--- src/rtl/fdma_pkg.sv ---
package fdma_pkg;

  localparam int RA_W     = 3;
  localparam int STAT_W   = 8;
  localparam int DONE_BIT = 7;
  localparam int CTRL_GO  = 0;
  localparam int CTRL_RUN = 1;

  typedef enum logic [RA_W-1:0] {
    RA_CTRL   = 3'd0,
    RA_FLASH  = 3'd1,
    RA_DST_LO = 3'd2,
    RA_END_LO = 3'd3,
    RA_DST_HI = 3'd4,
    RA_END_HI = 3'd5,
    RA_ISTAT  = 3'd6,
    RA_IEN    = 3'd7
  } fdma_reg_e;

  typedef enum logic [1:0] {
    ST_IDLE  = 2'd0,
    ST_FILL  = 2'd1,
    ST_WRITE = 2'd2
  } fdma_state_e;

  // Nothing to copy when the end does not lie past the start.
  function automatic logic f_range_empty(input logic [63:0] start_a,
                                         input logic [63:0] end_a);
    return end_a <= start_a;
  endfunction

  // The beat at cur_a is the final one when the next beat would reach end_a.
  function automatic logic f_last_beat(input logic [63:0] cur_a,
                                       input logic [63:0] end_a,
                                       input logic [63:0] beat_sz);
    return (cur_a + beat_sz) >= end_a;
  endfunction

  // Write-one-to-clear status update; a hardware set wins over a clear.
  function automatic logic [STAT_W-1:0] f_stat_next(input logic [STAT_W-1:0] cur,
                                                    input logic [STAT_W-1:0] clr,
                                                    input logic              set_done);
    logic [STAT_W-1:0] nxt;
    nxt = cur & ~clr;
    if (set_done) nxt[DONE_BIT] = 1'b1;
    return nxt;
  endfunction

endpackage

--- src/rtl/fdma_regs.sv ---
module fdma_regs
  import fdma_pkg::*;
#(
  parameter int REG_W      = 32,
  parameter int HI_W       = 4,
  parameter int BEAT_BYTES = 16,
  parameter int DST_W      = REG_W + HI_W
) (
  input  logic              clk,
  input  logic              rst_n,
  input  logic              wr_en,
  input  logic [RA_W-1:0]   reg_sel,
  input  logic [REG_W-1:0]  wr_data,
  output logic [REG_W-1:0]  rd_data,
  input  logic              busy,
  input  logic              done_evt,
  output logic              go,
  output logic              eng_clr,
  output logic [REG_W-1:0]  flash_addr,
  output logic [DST_W-1:0]  dst_addr,
  output logic [DST_W-1:0]  end_addr,
  output logic [STAT_W-1:0] istat,
  output logic              irq
);

  localparam logic [REG_W-1:0] ALIGN_M = REG_W'(BEAT_BYTES - 1);

  fdma_reg_e ra;
  assign ra = fdma_reg_e'(reg_sel);

  logic              run_q;
  logic [REG_W-1:0]  fl_q, dlo_q, elo_q;
  logic [HI_W-1:0]   dhi_q, ehi_q;
  logic [STAT_W-1:0] istat_q, ien_q;

  logic wr_ctrl, wr_istat;
  assign wr_ctrl  = wr_en && (ra == RA_CTRL);
  assign wr_istat = wr_en && (ra == RA_ISTAT);
  assign go       = wr_ctrl && wr_data[CTRL_GO] && wr_data[CTRL_RUN];
  assign eng_clr  = wr_ctrl && !wr_data[CTRL_RUN];

  always_ff @(posedge clk or negedge rst_n) begin
    if (!rst_n) begin
      run_q   <= 1'b1;
      fl_q    <= '0;
      dlo_q   <= '0;
      elo_q   <= '0;
      dhi_q   <= '0;
      ehi_q   <= '0;
      ien_q   <= '0;
      istat_q <= '0;
    end else begin
      if (wr_ctrl) run_q <= wr_data[CTRL_RUN];
      if (wr_en && ra == RA_FLASH)  fl_q  <= wr_data & ~ALIGN_M;
      if (wr_en && ra == RA_DST_LO) dlo_q <= wr_data & ~ALIGN_M;
      if (wr_en && ra == RA_END_LO) elo_q <= wr_data & ~ALIGN_M;
      if (wr_en && ra == RA_DST_HI) dhi_q <= wr_data[HI_W-1:0];
      if (wr_en && ra == RA_END_HI) ehi_q <= wr_data[HI_W-1:0];
      if (wr_en && ra == RA_IEN)    ien_q <= wr_data[STAT_W-1:0];
      istat_q <= f_stat_next(istat_q,
                             wr_istat ? wr_data[STAT_W-1:0] : '0,
                             done_evt);
    end
  end

  always_comb begin
    rd_data = '0;
    case (ra)
      RA_CTRL:   rd_data = {{(REG_W-2){1'b0}}, run_q, busy};
      RA_FLASH:  rd_data = fl_q;
      RA_DST_LO: rd_data = dlo_q;
      RA_END_LO: rd_data = elo_q;
      RA_DST_HI: rd_data = REG_W'(dhi_q);
      RA_END_HI: rd_data = REG_W'(ehi_q);
      RA_ISTAT:  rd_data = REG_W'(istat_q);
      RA_IEN:    rd_data = REG_W'(ien_q);
      default:   rd_data = '0;
    endcase
  end

  assign flash_addr = fl_q;
  assign dst_addr   = {dhi_q, dlo_q};
  assign end_addr   = {ehi_q, elo_q};
  assign istat      = istat_q;
  assign irq        = |(istat_q & ien_q);

endmodule

--- src/rtl/fdma_packer.sv ---
module fdma_packer #(
  parameter int BEAT_BYTES = 16,
  parameter int DATA_W     = BEAT_BYTES * 8
) (
  input  logic              clk,
  input  logic              rst_n,
  input  logic              clr,
  input  logic              take,
  input  logic [7:0]        din,
  output logic [DATA_W-1:0] beat,
  output logic              last_byte
);

  localparam int CNT_W = (BEAT_BYTES > 1) ? $clog2(BEAT_BYTES) : 1;
  localparam logic [CNT_W-1:0] LAST_IDX = CNT_W'(BEAT_BYTES - 1);

  logic [CNT_W-1:0] cnt_q;

  assign last_byte = take && (cnt_q == LAST_IDX);

  always_ff @(posedge clk or negedge rst_n) begin
    if (!rst_n)         cnt_q <= '0;
    else if (clr)       cnt_q <= '0;
    else if (last_byte) cnt_q <= '0;
    else if (take)      cnt_q <= cnt_q + 1'b1;
  end

  for (genvar k = 0; k < BEAT_BYTES; k++) begin : g_lane
    logic [7:0] lane_q;
    always_ff @(posedge clk or negedge rst_n) begin
      if (!rst_n)                               lane_q <= '0;
      else if (take && cnt_q == CNT_W'(k))      lane_q <= din;
    end
    assign beat[8*k +: 8] = lane_q;
  end

endmodule

--- src/rtl/fdma_ctrl.sv ---
module fdma_ctrl
  import fdma_pkg::*;
#(
  parameter int REG_W      = 32,
  parameter int DST_W      = 36,
  parameter int BEAT_BYTES = 16
) (
  input  logic             clk,
  input  logic             rst_n,
  input  logic             go,
  input  logic             eng_clr,
  input  logic [REG_W-1:0] flash_addr,
  input  logic [DST_W-1:0] dst_addr,
  input  logic [DST_W-1:0] end_addr,
  input  logic             byte_valid,
  input  logic             last_byte,
  input  logic             mem_ready,
  output logic             take,
  output logic             pack_clr,
  output logic             stream_req,
  output logic [REG_W-1:0] stream_addr,
  output logic             mem_we,
  output logic [DST_W-1:0] mem_addr,
  output logic             busy,
  output logic             done_evt
);

  localparam logic [DST_W-1:0] BEAT_STEP = DST_W'(BEAT_BYTES);

  fdma_state_e      state_q;
  logic [REG_W-1:0] cur_fl_q;
  logic [DST_W-1:0] cur_dst_q, end_q;

  logic go_acc, empty_req, final_beat, beat_done;

  assign go_acc     = go && !eng_clr && (state_q == ST_IDLE);
  assign empty_req  = f_range_empty(64'(dst_addr), 64'(end_addr));
  assign final_beat = f_last_beat(64'(cur_dst_q), 64'(end_q), 64'(BEAT_BYTES));
  assign beat_done  = (state_q == ST_WRITE) && mem_ready;

  assign take       = (state_q == ST_FILL) && byte_valid;
  assign pack_clr   = eng_clr || go_acc;
  assign stream_req = (state_q == ST_FILL);
  assign stream_addr = cur_fl_q;
  assign mem_we     = (state_q == ST_WRITE);
  assign mem_addr   = cur_dst_q;
  assign busy       = (state_q != ST_IDLE);
  assign done_evt   = !eng_clr && ((go_acc && empty_req) || (beat_done && final_beat));

  always_ff @(posedge clk or negedge rst_n) begin
    if (!rst_n) begin
      state_q   <= ST_IDLE;
      cur_fl_q  <= '0;
      cur_dst_q <= '0;
      end_q     <= '0;
    end else if (eng_clr) begin
      state_q <= ST_IDLE;
    end else begin
      case (state_q)
        ST_IDLE: begin
          if (go_acc) begin
            cur_fl_q  <= flash_addr;
            cur_dst_q <= dst_addr;
            end_q     <= end_addr;
            state_q   <= empty_req ? ST_IDLE : ST_FILL;
          end
        end
        ST_FILL: begin
          if (take) begin
            cur_fl_q <= cur_fl_q + 1'b1;
            if (last_byte) state_q <= ST_WRITE;
          end
        end
        ST_WRITE: begin
          if (mem_ready) begin
            cur_dst_q <= cur_dst_q + BEAT_STEP;
            state_q   <= final_beat ? ST_IDLE : ST_FILL;
          end
        end
        default: state_q <= ST_IDLE;
      endcase
    end
  end

endmodule

--- src/rtl/flash_rd_dma.sv ---
module flash_rd_dma
  import fdma_pkg::*;
#(
  parameter int REG_W      = 32,
  parameter int HI_W       = 4,
  parameter int BEAT_BYTES = 16,
  parameter int DST_W      = REG_W + HI_W,
  parameter int DATA_W     = BEAT_BYTES * 8
) (
  input  logic              clk,
  input  logic              rst_n,
  input  logic              reg_we,
  input  logic [RA_W-1:0]   reg_addr,
  input  logic [REG_W-1:0]  reg_wdata,
  output logic [REG_W-1:0]  reg_rdata,
  output logic              rd_req,
  output logic [REG_W-1:0]  rd_addr,
  input  logic              rd_valid,
  input  logic [7:0]        rd_byte,
  output logic              mem_we,
  output logic [DST_W-1:0]  mem_addr,
  output logic [DATA_W-1:0] mem_wdata,
  input  logic              mem_ready,
  output logic              irq
);

  // Named internal events, also observed by the bound checker.
  logic              eng_go, eng_clr, eng_busy, eng_done;
  logic              take_w, last_byte_w, pack_clr_w;
  logic [REG_W-1:0]  flash_w;
  logic [DST_W-1:0]  dst_w, end_w;
  logic [STAT_W-1:0] istat_w;

  fdma_regs #(
    .REG_W(REG_W), .HI_W(HI_W), .BEAT_BYTES(BEAT_BYTES), .DST_W(DST_W)
  ) u_regs (
    .clk(clk), .rst_n(rst_n),
    .wr_en(reg_we), .reg_sel(reg_addr), .wr_data(reg_wdata), .rd_data(reg_rdata),
    .busy(eng_busy), .done_evt(eng_done),
    .go(eng_go), .eng_clr(eng_clr),
    .flash_addr(flash_w), .dst_addr(dst_w), .end_addr(end_w),
    .istat(istat_w), .irq(irq)
  );

  fdma_ctrl #(
    .REG_W(REG_W), .DST_W(DST_W), .BEAT_BYTES(BEAT_BYTES)
  ) u_ctrl (
    .clk(clk), .rst_n(rst_n),
    .go(eng_go), .eng_clr(eng_clr),
    .flash_addr(flash_w), .dst_addr(dst_w), .end_addr(end_w),
    .byte_valid(rd_valid), .last_byte(last_byte_w), .mem_ready(mem_ready),
    .take(take_w), .pack_clr(pack_clr_w),
    .stream_req(rd_req), .stream_addr(rd_addr),
    .mem_we(mem_we), .mem_addr(mem_addr),
    .busy(eng_busy), .done_evt(eng_done)
  );

  fdma_packer #(
    .BEAT_BYTES(BEAT_BYTES), .DATA_W(DATA_W)
  ) u_pack (
    .clk(clk), .rst_n(rst_n),
    .clr(pack_clr_w), .take(take_w), .din(rd_byte),
    .beat(mem_wdata), .last_byte(last_byte_w)
  );

endmodule

--- config.mk ---
export PLATFORM = sky130hd
export DESIGN_NAME = flash_rd_dma
export DESIGN_NICKNAME = d
export VERILOG_FILES = /design/src/rtl/fdma_pkg.sv /design/src/rtl/fdma_regs.sv /design/src/rtl/fdma_packer.sv /design/src/rtl/fdma_ctrl.sv /design/src/rtl/flash_rd_dma.sv
export SDC_FILE = /design/constraint.sdc
export NUM_CORES = 1
export LEC_CHECK = 0
export BUFFER_PORTS_ARGS = -buffer_cell sky130_fd_sc_hd__buf_4
export CORE_MARGIN = 2
export CORE_UTILIZATION = 57
export CTS_CLUSTER_DIAMETER = 40
export DETAILED_ROUTE_END_ITERATION = 10
export PLACE_DENSITY = 0.81
export SLEW_MARGIN = 10
export SYNTH_ARGS = -nofsm -noshare
export SYNTH_HDL_FRONTEND = slang
export SYNTH_SLANG_ARGS = --single-unit
--- constraint.sdc ---
create_clock -name clk -period 3.65 [get_ports clk]
set_input_delay 0 -clock clk [delete_from_list [all_inputs] [get_ports clk]]
set_output_delay 0 -clock clk [all_outputs]
set_load 0.05 [all_outputs]
==> results.md <==
- The power share of the combinational group is between 30% and 40%.
- The busiest metal layer after global routing is met2.
- By instance count, the cell type seen most on the critical path is sky130_fd_sc_hd__ha_1.
- Across every metal layer, demand over resource in global routing totals 33.6%.
- In this run, the clock network consumes approximately a third of the power.
- The internal power is approximately 0.009 W.
- The area added between synthesis and finish is 26.4%.
- Routability-driven placement finished with a final weighted congestion of 0.946.
- In the routed layout, each cell is associated on average with a via count of about 6.1.
- Data on the critical path arrives at its endpoint at roughly 3.8 ns.
- The via count of the first global-routing pass came to 14200.
- The CTS root buffer is sky130_fd_sc_hd__clkbuf_16.
- After routing, the total negative slack on setup checks comes to 0 ns.
- The most used flip-flop cell after synthesis is sky130_fd_sc_hd__dfrtp_1.
- Synthesis produced a netlist whose cell count is around 1600.
- The number of buffers and inverters on the critical path is 0.
- The portion of the post-synthesis area used by sequential elements is about 50%.
- The largest single stage delay on the critical path is around 0.44 ns.
- The filler cells instantiated in the layout total roughly 2000.
- Traced cell by cell, the critical path runs through ha_1 > nand3_1 > nor4_1 > and3_1 > xor2_1 > ha_1 > o21ai_0 > o22ai_1 > a211o_1 > a21o_1 > a21oi_1 > a22o_1.
- The peak ir drop on the vdd network is just over 0.4 mV.
- After synthesis the cells add up to between 0.015 and 0.02 mm2.
- The final net count is between 2000 and 2500.
- The path type of the worst setup path is flip-flop to flip-flop.
- The global route total overflow is 0.
- The post-CTS setup-driven buffer insertion count is 0.
- The worst reg-to-reg setup slack is 0.33 ns.
- The synthesized design contains approximately 340 register bits.
- The pin count of the biggest net entering global routing is 106.
- The wire length of the first global-routing pass is between 80000 and 90000 um.
- The floorplan step defined a core boundary enclosing 0.0295 mm2.
- Measured against its own limit, the worst slew margin works out to approximately 43%.
- Among all stages on the critical path, the largest delay is contributed by sky130_fd_sc_hd__dfrtp_1.
- For this design, the sink count on the clock tree is 339.
- Clock latency on the worst-skew pair, taken at its later pin, is ~0.55 ns.
- The post-synthesis async set-or-reset flop share is between 90% and 100%.
- The post-detailed-route DRC marker count is 0.
- The critical path data required time is 4.12 ns.
- For the pin with the worst max-slew slack, the measured transition is around 0.86 ns.
- The ratio of cells with drive above 1 in the final layout is a little under a third.
- The global-route met2 utilization is about 56%.
- The global-route track usage on met3 is 7.19%.
- A synthesized cell averages roughly 11 um2.
- The die area is about 0.031 mm2.
- The share of the cycle needed by the critical path after routing is between 90% and 100%.
- The number of max-slew violations in the final report was 0.
- In this run the number of H-tree levels came out at 2.
- In this run the worst path has a maximum fanout of 7.
- The critical path capture point type is a flip-flop.
- For this design the static power due to leakage is about 10 nW.
- The count of buffers added on input and output ports is 274.
- The largest delay contributor family on the critical path is compound AO/OA/AOI/OAI gates.
- The clock-pin slew reported for the worst setup and hold paths after clock tree synthesis is 0.06 ns.
- In this run the critical register-to-register path is launched from u_ctrl.mem_addr[4].
- The tool flagged a number of max-cap violations equal to 0.
- Detailed placement finished with a half-perimeter wire length of 36800 um.
- The warning count from the yosys run is 0.
- Detailed routing inserted a total of between 10000 and 15000 vias.
- The highest achievable clock rate is between 300 and 400 MHz.
- The number of antenna-violating nets in the routed design is 0.
- Setup repair after global routing left no endpoint under its margin.
- In this run, synthesis inferred 0 flip-flops with an integrated enable.
- The run finished with clean final reports.
- The average detailed-routed wire length per instance is 22.5 um.
- The final period demand of the worst path is 3.32 ns.
- TritonCTS built the clock tree.
- The startpoint identified for the worst hold timing path is reg_addr[0].
- Measured along the y axis, the die boundary spans 177 um.
- For this run, the detailed router's first-pass iteration total came to 6.
- The clock passes through at most 3 buffers.
- The floorplan die width is approximately 180 um.
- The switching power is 0.00536 W.
- For this configuration, the core starts out at a cell density of between 50% and 60%.
- The count of final hold-check violations is 0.
- On the final layout, the worst hold slack is just under 0.07 ns.
- In the layout the commonest cells are sky130_fd_sc_hd__dfrtp_1, sky130_fd_sc_hd__buf_4, sky130_fd_sc_hd__mux2_2.
- For met1 alone, demand over resource in global routing was between 40% and 50%.
- Row generation in the floorplan step produced 63 rows.
- The kind of start point of the critical path is a flip-flop.
- The critical path starts at u_ctrl.mem_addr[4].
- For this design the ratio of total power to cell area is ~670 mW/mm2.
- Clock skew on the completed layout was measured at 0.0164 ns.
- The aggregate routed wire length is 52600 um.
- The proportion of power drawn by flip-flops and latches is ~37%.
- The tightest min-delay check is of the primary input to flip-flop type.
- Setup violations remaining at the end of the flow were counted as 0.
- The clock buffer count from CTS is 44.
- The number of distinct library cells after synthesis is between 60 and 70.
- around 280 I/O pins were placed.
- The switching share of power is between 30 and 40%.
- Leaving out fill and tap cells, the most frequent cell in the layout is sky130_fd_sc_hd__dfrtp_1.
- The number of DRC markers in iteration 0 is between 1000 and 1500.
- The number of antenna violations at the first check in global routing is 1.
what timing repair did:
action / CTS / global route
hold buffers: 45 / 0
gates resized for setup: 0 / 0
hold endpoints to repair: 340 / 0
setup endpoints to repair: 0 / 0
worst min-delay path, cell delays in order:
cell and delay, ns:
sky130_fd_sc_hd__buf_4 0.20, sky130_fd_sc_hd__nand4b_1 0.25, sky130_fd_sc_hd__o21ai_0 0.11
Yosys cell counts, types with 15 or more instances:
library cell | count | area share (%)
sky130_fd_sc_hd__dfrtp_1 | 338 | 50
sky130_fd_sc_hd__mux2_2 | 198 | 13
sky130_fd_sc_hd__nand2_1 | 189 | 4.2
sky130_fd_sc_hd__o21ai_0 | 155 | 4.6
sky130_fd_sc_hd__a21oi_1 | 83 | 2.4
sky130_fd_sc_hd__inv_1 | 77 | 1.7
sky130_fd_sc_hd__nor2_1 | 71 | 1.6
sky130_fd_sc_hd__ha_1 | 70 | 5.2
sky130_fd_sc_hd__clkbuf_1 | 64 | 1.4
sky130_fd_sc_hd__nand3_1 | 42 | 1.2
sky130_fd_sc_hd__a22oi_1 | 35 | 1.5
sky130_fd_sc_hd__nand4_1 | 27 | 1.0
sky130_fd_sc_hd__o22ai_1 | 24 | 0.89
sky130_fd_sc_hd__xnor2_1 | 19 | 0.98
sky130_fd_sc_hd__and3_1 | 15 | 0.55
sky130_fd_sc_hd__buf_2 | 15 | 0.44
final timing paths:
| path | end | depth (start not counted) |
|---|---|---|
| hold / removal | u_regs.ehi_q[0] | 3 |
| setup / recovery | u_ctrl.state_q[0] | 12 |
| max in group asynchronous | u_ctrl.mem_addr[30] | 3 |
| hold reg to reg | u_regs.run_q | 2 |
| setup reg to reg | u_ctrl.state_q[0] | 12 |
| min in group asynchronous | u_ctrl.mem_addr[15] | 2 |
through the flow:
| step | total power [W] | setup slack [ns] | cells | utilization (%) | cell area (um2) |
|---|---|---|---|---|---|
| 6_report | 0.0143 | 0.329 | 2338 | 72.7 | 21400 |
| 2_1_floorplan | 0.00798 | 0.316 | 1615 | - | 17000 |
| 3_3_place_gp | 0.00939 | 0.536 | 2212 | 65.7 | 19400 |
| 3_5_place_dp | 0.00951 | 0.401 | 2212 | 65.7 | 19400 |
| 4_1_cts | 0.0143 | 0.392 | 2336 | 72.7 | 21400 |
| 5_1_grt | 0.0149 | 0.0615 | 2337 | 72.7 | 21400 |
metal layers:
| metal | part of all wire [%] | up-vias |
|---|---|---|
| met5 | 0 | - |
| met4 | 4.5 | 0 |
| met3 | 8.1 | 147 |
| met2 | 49 | 704 |
| met1 | 38 | 7054 |
| li1 | - | 6371 |
power by group through the flow:
stage	combinational, W	clock, W	sequential, W
floorplan	0.00186	0	0.00612
global placement	0.00414	0	0.00524
detailed placement	0.00423	0	0.00528
CTS	0.00432	0.00478	0.00523
global route	0.00466	0.00494	0.00534
finish	0.00433	0.00475	0.00525
kinds of logic after synthesis:
kind of cell	Yosys count	share of synthesized area, %
AO/OA/AOI/OAI	360	12.6
XOR/XNOR	33	1.70
adder cells (fa/ha/maj)	70	5.16
buffers and inverters	171	4.01
flip-flops	339	50.0
multiplexers	216	14.5
other	1	0.0221
AND/OR/NAND/NOR	422	12.0
cell type report:
type / count / area [um2] / area share [%]
diodes: 2 / 5.00 / 0.0233
well taps: 390 / 488 / 2.28
multi-input cells: 1105 / 7820 / 36.5
flip-flops and latches: 339 / 8480 / 39.6
inverters: 80 / 300 / 1.40
clock buffers: 57 / 1220 / 5.70
clock inverters: 22 / 393 / 1.83
repair buffers: 343 / 2720 / 12.7
state kept, by name, indices dropped and copies added, names as in the netlist, 8 cells and up:
signal / flops
u_regs.ien_q: 8
u_regs.dlo_q: 28
u_regs.istat: 8
u_ctrl.end_q: 32
u_ctrl.stream_addr: 32
u_pack.g_lane.lane_q: 128
u_regs.elo_q: 28
u_ctrl.mem_addr: 32
u_regs.flash_addr: 28
No activity file was read; power rests on OpenSTA's default activity.
